==> src/rtl/tmr_pkg.sv <==
package tmr_pkg;
    typedef enum logic [1:0] {
        SEL_CTRL = 2'd0,
        SEL_LO   = 2'd1,
        SEL_HI   = 2'd2,
        SEL_FLAG = 2'd3
    } reg_sel_e;

    localparam int CTRL_W      = 4;
    localparam int CTRL_EN     = 0;
    localparam int CTRL_EXT    = 1;
    localparam int CTRL_NOSYNC = 2;
    localparam int CTRL_OSC    = 3;

    localparam logic [3:0] CMP_SPECIAL = 4'b1011;
endpackage

==> src/rtl/tmr_tick_src.sv <==
module tmr_tick_src #(
    parameter int INT_DIV     = 4,
    parameter int SYNC_STAGES = 2
) (
    input  logic clk,
    input  logic rst_n,
    input  logic ext_i,
    input  logic ext_sel_i,
    input  logic raw_sel_i,
    output logic tick_o
);
    localparam int DIV_W = (INT_DIV > 1) ? $clog2(INT_DIV) : 1;
    localparam logic [DIV_W-1:0] DIV_LAST = DIV_W'(INT_DIV - 1);

    typedef struct packed {
        logic [SYNC_STAGES:0] chain;
        logic                 raw;
        logic [DIV_W-1:0]     div;
    } src_st_t;

    src_st_t cur_q, nxt_d;
    logic    sync_tick, raw_tick, int_tick;

    always_comb begin
        nxt_d       = cur_q;
        nxt_d.chain = {cur_q.chain[SYNC_STAGES-1:0], ext_i};
        nxt_d.raw   = ext_i;
        nxt_d.div   = (cur_q.div == DIV_LAST) ? '0 : cur_q.div + 1'b1;
        sync_tick   = cur_q.chain[SYNC_STAGES-1] & ~cur_q.chain[SYNC_STAGES];
        raw_tick    = ext_i & ~cur_q.raw;
        int_tick    = (cur_q.div == DIV_LAST);
        tick_o      = ext_sel_i ? (raw_sel_i ? raw_tick : sync_tick) : int_tick;
    end

    always_ff @(posedge clk or negedge rst_n) begin
        if (!rst_n) cur_q <= '0;
        else        cur_q <= nxt_d;
    end

    AST_SYNC_SINGLE_TICK: assert property (@(posedge clk) disable iff (!rst_n)
        sync_tick |=> !sync_tick);
endmodule

==> src/rtl/tmr_core.sv <==
module tmr_core #(
    parameter int CNT_W = 16
) (
    input  logic             clk,
    input  logic             rst_n,
    input  logic             tick_i,
    input  logic             en_i,
    input  logic             sleep_i,
    input  logic             async_i,
    input  logic             cmp_en_i,
    input  logic [CNT_W-1:0] cmp_val_i,
    input  logic             wr_lo_i,
    input  logic             wr_hi_i,
    input  logic             wr_flag_i,
    input  logic [CNT_W/2-1:0] wr_data_i,
    output logic [CNT_W-1:0] cnt_o,
    output logic             flag_o
);
    localparam int HALF = CNT_W / 2;

    typedef struct packed {
        logic [CNT_W-1:0] cnt;
        logic             flag;
    } core_st_t;

    core_st_t cur_q, nxt_d;
    logic     step, clr, wr_cnt;

    always_comb begin
        nxt_d  = cur_q;
        wr_cnt = wr_lo_i | wr_hi_i;
        step   = tick_i & en_i & (~sleep_i | async_i);
        clr    = step & cmp_en_i & ~async_i & (cur_q.cnt == cmp_val_i);
        if (wr_lo_i) begin
            nxt_d.cnt[HALF-1:0] = wr_data_i;
        end else if (wr_hi_i) begin
            nxt_d.cnt[CNT_W-1:HALF] = wr_data_i;
        end else if (step) begin
            if (clr) begin
                nxt_d.cnt = '0;
            end else begin
                nxt_d.cnt = cur_q.cnt + 1'b1;
                if (&cur_q.cnt) nxt_d.flag = 1'b1;
            end
        end
        if (wr_flag_i) nxt_d.flag = wr_data_i[0];
    end

    always_ff @(posedge clk or negedge rst_n) begin
        if (!rst_n) cur_q <= '0;
        else        cur_q <= nxt_d;
    end

    assign cnt_o  = cur_q.cnt;
    assign flag_o = cur_q.flag;

    AST_CLEAR_NO_FLAG: assert property (@(posedge clk) disable iff (!rst_n)
        (clr && !wr_cnt && !wr_flag_i && !cur_q.flag) |=> !cur_q.flag);
    AST_WRITE_WINS: assert property (@(posedge clk) disable iff (!rst_n)
        wr_lo_i |=> (cur_q.cnt[HALF-1:0] == $past(wr_data_i))
                    && (cur_q.cnt[CNT_W-1:HALF] == $past(cur_q.cnt[CNT_W-1:HALF])));
    AST_SLEEP_HOLD: assert property (@(posedge clk) disable iff (!rst_n)
        (sleep_i && !async_i && !wr_cnt) |=> $stable(cur_q.cnt));
    AST_ASYNC_NO_CLEAR: assert property (@(posedge clk) disable iff (!rst_n)
        (async_i && step && !wr_cnt && (cur_q.cnt == cmp_val_i))
            |=> (cur_q.cnt == $past(cur_q.cnt) + 1'b1));
    AST_ROLLOVER_FLAG: assert property (@(posedge clk) disable iff (!rst_n)
        (step && !clr && !wr_cnt && !wr_flag_i && (&cur_q.cnt)) |=> cur_q.flag);
endmodule

==> src/rtl/evt_timer.sv <==
module evt_timer #(
    parameter int CNT_W       = 16,
    parameter int INT_DIV     = 4,
    parameter int SYNC_STAGES = 2
) (
    input  logic               clk,
    input  logic               rst_n,
    input  logic               sleep_i,
    input  logic               ext_clk_i,
    input  logic               wr_en_i,
    input  logic [1:0]         wr_sel_i,
    input  logic [CNT_W/2-1:0] wr_data_i,
    input  logic [1:0]         rd_sel_i,
    output logic [CNT_W/2-1:0] rd_data_o,
    input  logic [CNT_W-1:0]   cmp_val_i,
    input  logic [3:0]         cmp_mode_i,
    output logic               osc_en_o,
    output logic               wake_o
);
    import tmr_pkg::*;

    localparam int HALF = CNT_W / 2;

    logic [CTRL_W-1:0] ctrl_q, ctrl_d;
    logic [CNT_W-1:0]  cnt;
    logic              flag, tick, async_mode;
    logic              wr_lo, wr_hi, wr_flag;
    reg_sel_e          wsel, rsel;

    always_comb begin
        wsel       = reg_sel_e'(wr_sel_i);
        rsel       = reg_sel_e'(rd_sel_i);
        ctrl_d     = ctrl_q;
        if (wr_en_i && wsel == SEL_CTRL) ctrl_d = wr_data_i[CTRL_W-1:0];
        wr_lo      = wr_en_i && (wsel == SEL_LO);
        wr_hi      = wr_en_i && (wsel == SEL_HI);
        wr_flag    = wr_en_i && (wsel == SEL_FLAG);
        async_mode = ctrl_q[CTRL_EXT] & ctrl_q[CTRL_NOSYNC];
        case (rsel)
            SEL_CTRL: rd_data_o = {{(HALF-CTRL_W){1'b0}}, ctrl_q};
            SEL_LO:   rd_data_o = cnt[HALF-1:0];
            SEL_HI:   rd_data_o = cnt[CNT_W-1:HALF];
            default:  rd_data_o = {{(HALF-1){1'b0}}, flag};
        endcase
    end

    always_ff @(posedge clk or negedge rst_n) begin
        if (!rst_n) ctrl_q <= '0;
        else        ctrl_q <= ctrl_d;
    end

    tmr_tick_src #(.INT_DIV(INT_DIV), .SYNC_STAGES(SYNC_STAGES)) u_src (
        .clk       (clk),
        .rst_n     (rst_n),
        .ext_i     (ext_clk_i),
        .ext_sel_i (ctrl_q[CTRL_EXT]),
        .raw_sel_i (ctrl_q[CTRL_NOSYNC]),
        .tick_o    (tick)
    );

    tmr_core #(.CNT_W(CNT_W)) u_core (
        .clk       (clk),
        .rst_n     (rst_n),
        .tick_i    (tick),
        .en_i      (ctrl_q[CTRL_EN]),
        .sleep_i   (sleep_i),
        .async_i   (async_mode),
        .cmp_en_i  (cmp_mode_i == CMP_SPECIAL),
        .cmp_val_i (cmp_val_i),
        .wr_lo_i   (wr_lo),
        .wr_hi_i   (wr_hi),
        .wr_flag_i (wr_flag),
        .wr_data_i (wr_data_i),
        .cnt_o     (cnt),
        .flag_o    (flag)
    );

    assign osc_en_o = ctrl_q[CTRL_OSC];
    assign wake_o   = flag & sleep_i;

    AST_WAKE_NEEDS_SLEEP: assert property (@(posedge clk) disable iff (!rst_n)
        wake_o |-> sleep_i);
endmodule

==> config.mk <==
export PLATFORM = sky130hd
export DESIGN_NAME = evt_timer
export DESIGN_NICKNAME = d
export VERILOG_FILES = /design/src/rtl/tmr_pkg.sv /design/src/rtl/tmr_tick_src.sv /design/src/rtl/tmr_core.sv /design/src/rtl/evt_timer.sv
export SDC_FILE = /design/constraint.sdc
export NUM_CORES = 1
export LEC_CHECK = 0
export ABC_CLOCK_PERIOD_IN_PS = 2200
export BUFFER_PORTS_ARGS = -buffer_cell sky130_fd_sc_hd__buf_2
export CORE_ASPECT_RATIO = 0.6
export CORE_MARGIN = 2
export CORE_UTILIZATION = 53
export DETAILED_ROUTE_END_ITERATION = 16
export PLACE_DENSITY = 0.84
export SLEW_MARGIN = 20
export SYNTH_ARGS = -nofsm -noshare
export SYNTH_HDL_FRONTEND = slang
export SYNTH_SLANG_ARGS = --single-unit
==> constraint.sdc <==
create_clock -name clk -period 2.2 [get_ports clk]
set_clock_uncertainty 0.1 [all_clocks]
set_input_delay 0.55 -clock clk [delete_from_list [all_inputs] [get_ports clk]]
set_output_delay 0.55 -clock clk [all_outputs]
set_load 0.01 [all_outputs]
==> parameters.txt <==
Parameter                              Value

Outcome
  Outcome ... complete, no violations

Clock network
  Clock transition at path regs ... 0.10 ns
  Root buffer cell ... clkbuf_8
  Sink Count ... 26
  Clock tree from TritonCTS ... done
  Clk Latency, worst-skew pair ... 0.28 ns
  Inserted Clock Buffers ... 3
  Maximum number of buffers from clock root to sink ... 2
  Total number of H-tree levels ... 1

Synthesis
  Cell taking the most area after synthesis ... dfrtp_1
  Share of the yosys chip area belonging to registers ... 34.6%
  Post-synth top cells ... dfrtp_1, xor2_1, nand2_1
  Combinational family with the most area after synthesis ... compound AO/OA/AOI/OAI gates
  Share of synthesized area spent on multiplexers ... 4.59%
  Net count after synthesis ... 236
  Post-synthesis instance total ... 197
  Post-synthesis async set-or-reset flop share ... 100%
  Post-synthesis sequential element count ... 26
  Share of the synthesized netlist area taken by xor and xnor gates ... 7.92%
  Mapped Area ... 1880 µm²
  Share of synthesized cell area in and, or, nand and nor gates ... 18.9%
  Top cells by area in the synthesized netlist ... dfrtp_1, xor2_1, o22a_1
  Leading register cell type out of synthesis ... dfrtp_1
  Fraction of synthesized cell area taken by the top area cell type ... 34.6%
  Arithmetic-cell share of the synthesized area counting full adders, half adders and majority gates ... 1.33%
  Number of synthesized flops with an enable pin ... 0
  Most frequent cell after synthesis ... dfrtp_1
  Share of the synthesized area in compound gates (AO/OA/AOI/OAI) ... 28.2%
  Synth Warn # ... 0
  Synth Area per Inst ... 9.54 µm²
  Distinct cell type count of the synthesized netlist ... 48

Timing
  Setup-failing EPs final ... 0
  Number of pins exceeding their max-slew limit in the final report ... 0
  Portion of the clock cycle consumed by the worst path in the final layout ... 96.4%
  Crit path time final ... 2.12 ns
  Hold violation total from the final report ... 0
  Worst hold slack ... 0.179 ns
  Highest attainable clock frequency ... 472 MHz
  Max-slew headroom ... 58.7%
  Slew at the pin closest to its max-slew limit ... 0.620 ns
  Setup repair after global routing missed its margin ... yes

Finish
  Final Net Count ... 302
  Area growth from synthesis to final layout ... 27.4%
  Fraction of final layout cells with drive strength greater than 1 ... 36.3%
  Final non-filler cell total ... 307
  Diode count ... 0
  Number of filler instances in the final layout ... 251

Drt
  Routed wire length ... 5810 µm
  DR WL/cell ... 18.9 µm
  Post-detailed-route DRC marker count ... 0
  ANT nets after route ... 0
  Number of vias per cell after detailed routing ... 6.40
  Via count ... 1966
  Detailed Route Iter0 Violations ... 251
  Pre-Repair DR Iteration Count ... 6

Die
  Initial core utilization ... 56.6%
  Chip height ... 50.1 µm
  Total I/O pin count ... 47
  Core footprint ... 3320 µm²
  Horizontal die dimension ... 80.9 µm
  Number of placement rows ... 16
  Area of the die ... 4050 µm²

Setup path
  Max Fanout on Critical Path ... 7
  Origin of the critical flop-to-flop path ... u_src.cur_q[0]
  Endpoint type of the worst setup path ... flip-flop
  Type of origin of the critical path ... flip-flop
  Setup slack of the most critical reg-to-reg path ... 0.08 ns
  Worst Reg-to-Reg Cells ... 7
  Kind of critical path ... flip-flop to flip-flop
  Data arrival at the endpoint of the critical path ... 2.24 ns
  Endpoint of the most critical register-to-register path ... u_core.cnt_o[3]
  Data required time at the worst endpoint ... 2.31 ns

Power
  Ratio of total power to cell area ... 857 nW/µm²
  Leak ... 1.06 nW
  Worst VDD drop ... 0.457 mV

Job
  Max_cap viols ... 0

Global routing
  Global-route congestion overflow total ... 0
  First-pass GRT wire length ... 8950 µm
  Total global routing track utilization ... 29.9%
  Via count of the first global-routing pass ... 1794
  Number of antenna violations at the first check in global routing ... 0
  Largest net degree at the start of global routing ... 27

Place
  Post-placement cell count ... 303
  Global placement routability congestion ... 0.956
  HPWL after detailed placement ... 4540 µm
  # port buffers ... 46

Worst hold path
  Worst min-delay path category ... input pin to async pin
[metal layers]
metal / vias to the layer above / global-route usage, % / share of wire, %
met5: - / 0 / 0
met4: 0 / 3.39 / 1.3
met3: 13 / 11.0 / 16
met2: 154 / 42.4 / 40
met1: 911 / 44.7 / 43
li1: 888 / - / -
[timing repair]
| item | in CTS | in global routing |
|---|---|---|
| buffers inserted | 0 | 0 |
| hold buffers | 0 | 0 |
| resized for setup | 2 | 3 |
| endpoints found under the setup margin | 1 | 5 |
| pin swaps | 0 | 1 |
[cells by family after synthesis]
kind of cell | after synthesis
compound gates | 72
xor+xnor | 17
fa+ha+maj | 2
buf+inv | 16
flops | 26
mux | 7
simple gates | 57
[cell usage in the layout (no fill, tap or decap), drive strengths merged, types with 6 or more instances in the layout]
master and instances:
buf 72, dfrtp 26, o21ai 17, xor2 16
nand2 15, o22a 10, a21oi 9, a22o 8
nor2 8, nand3 8, o41ai 7, a21boi 6
[final cells by class]
class | count | area [µm²] | share of cell area, %
repair buffers | 72 | 438 | 18.3
well taps | 45 | 56.3 | 2.35
inverters | 5 | 18.8 | 0.784
clock inverters | 1 | 30.0 | 1.25
flip-flops and latches | 26 | 651 | 27.2
multi-input cells | 155 | 1160 | 48.4
clock buffers | 3 | 41.3 | 1.72
[through the flow]
stage	area [µm²]	util (%)	worst slack (ns)	setup TNS (ns)	total power, W
2_1_floorplan	1880	-	0.0890	0	0.00123
3_3_place_gp	2310	69.5	-0.0390	-0.0930	0.00159
3_5_place_dp	2310	69.5	-0.0887	-0.407	0.00162
4_1_cts	2390	72.0	0.0435	0	0.00203
5_1_grt	2390	72.1	-0.0133	-0.0133	0.00216
6_report	2390	72.1	0.0793	0	0.00205
[how the worst max path moves through the flow]
stage	start	cells past startpoint	slack (ns)	to
after floorplan	cmp_val_i[15]	7	0.09	u_core.cnt_o[11]
after CTS	u_src.cur_q[0]	8	0.04	u_core.flag_o
after global routing	u_core.cnt_o[5]	7	-0.01	u_core.cnt_o[11]
final	u_src.cur_q[0]	7	0.08	u_core.cnt_o[3]
after detailed placement	cmp_val_i[15]	8	-0.09	u_core.cnt_o[11]
after global placement	cmp_val_i[15]	7	-0.04	u_core.cnt_o[11]
[sequential cells by signal, summed over array words and instances (netlist names)]
| register | count |
|---|---|
| ctrl_q | 4 |
| u_core.flag_o | 1 |
| u_core.cnt_o | 16 |
| u_src.cur_q | 5 |
[power breakdown]
group	internal [W]	switching, W
Clock	0.000244	0.000157
Sequential	0.000598	0.000150
Combinational	0.000425	0.000477
[critical path, stage by stage (launching register included)]
cell     delay (ns)
dfrtp_1        0.36
ha_1           0.20
o21ai_1        0.10
a31oi_2        0.26
nand3_2        0.21
buf_4          0.21
o41ai_1        0.44
o22a_1         0.18
Note: power is estimated with default switching activity, not from simulation.
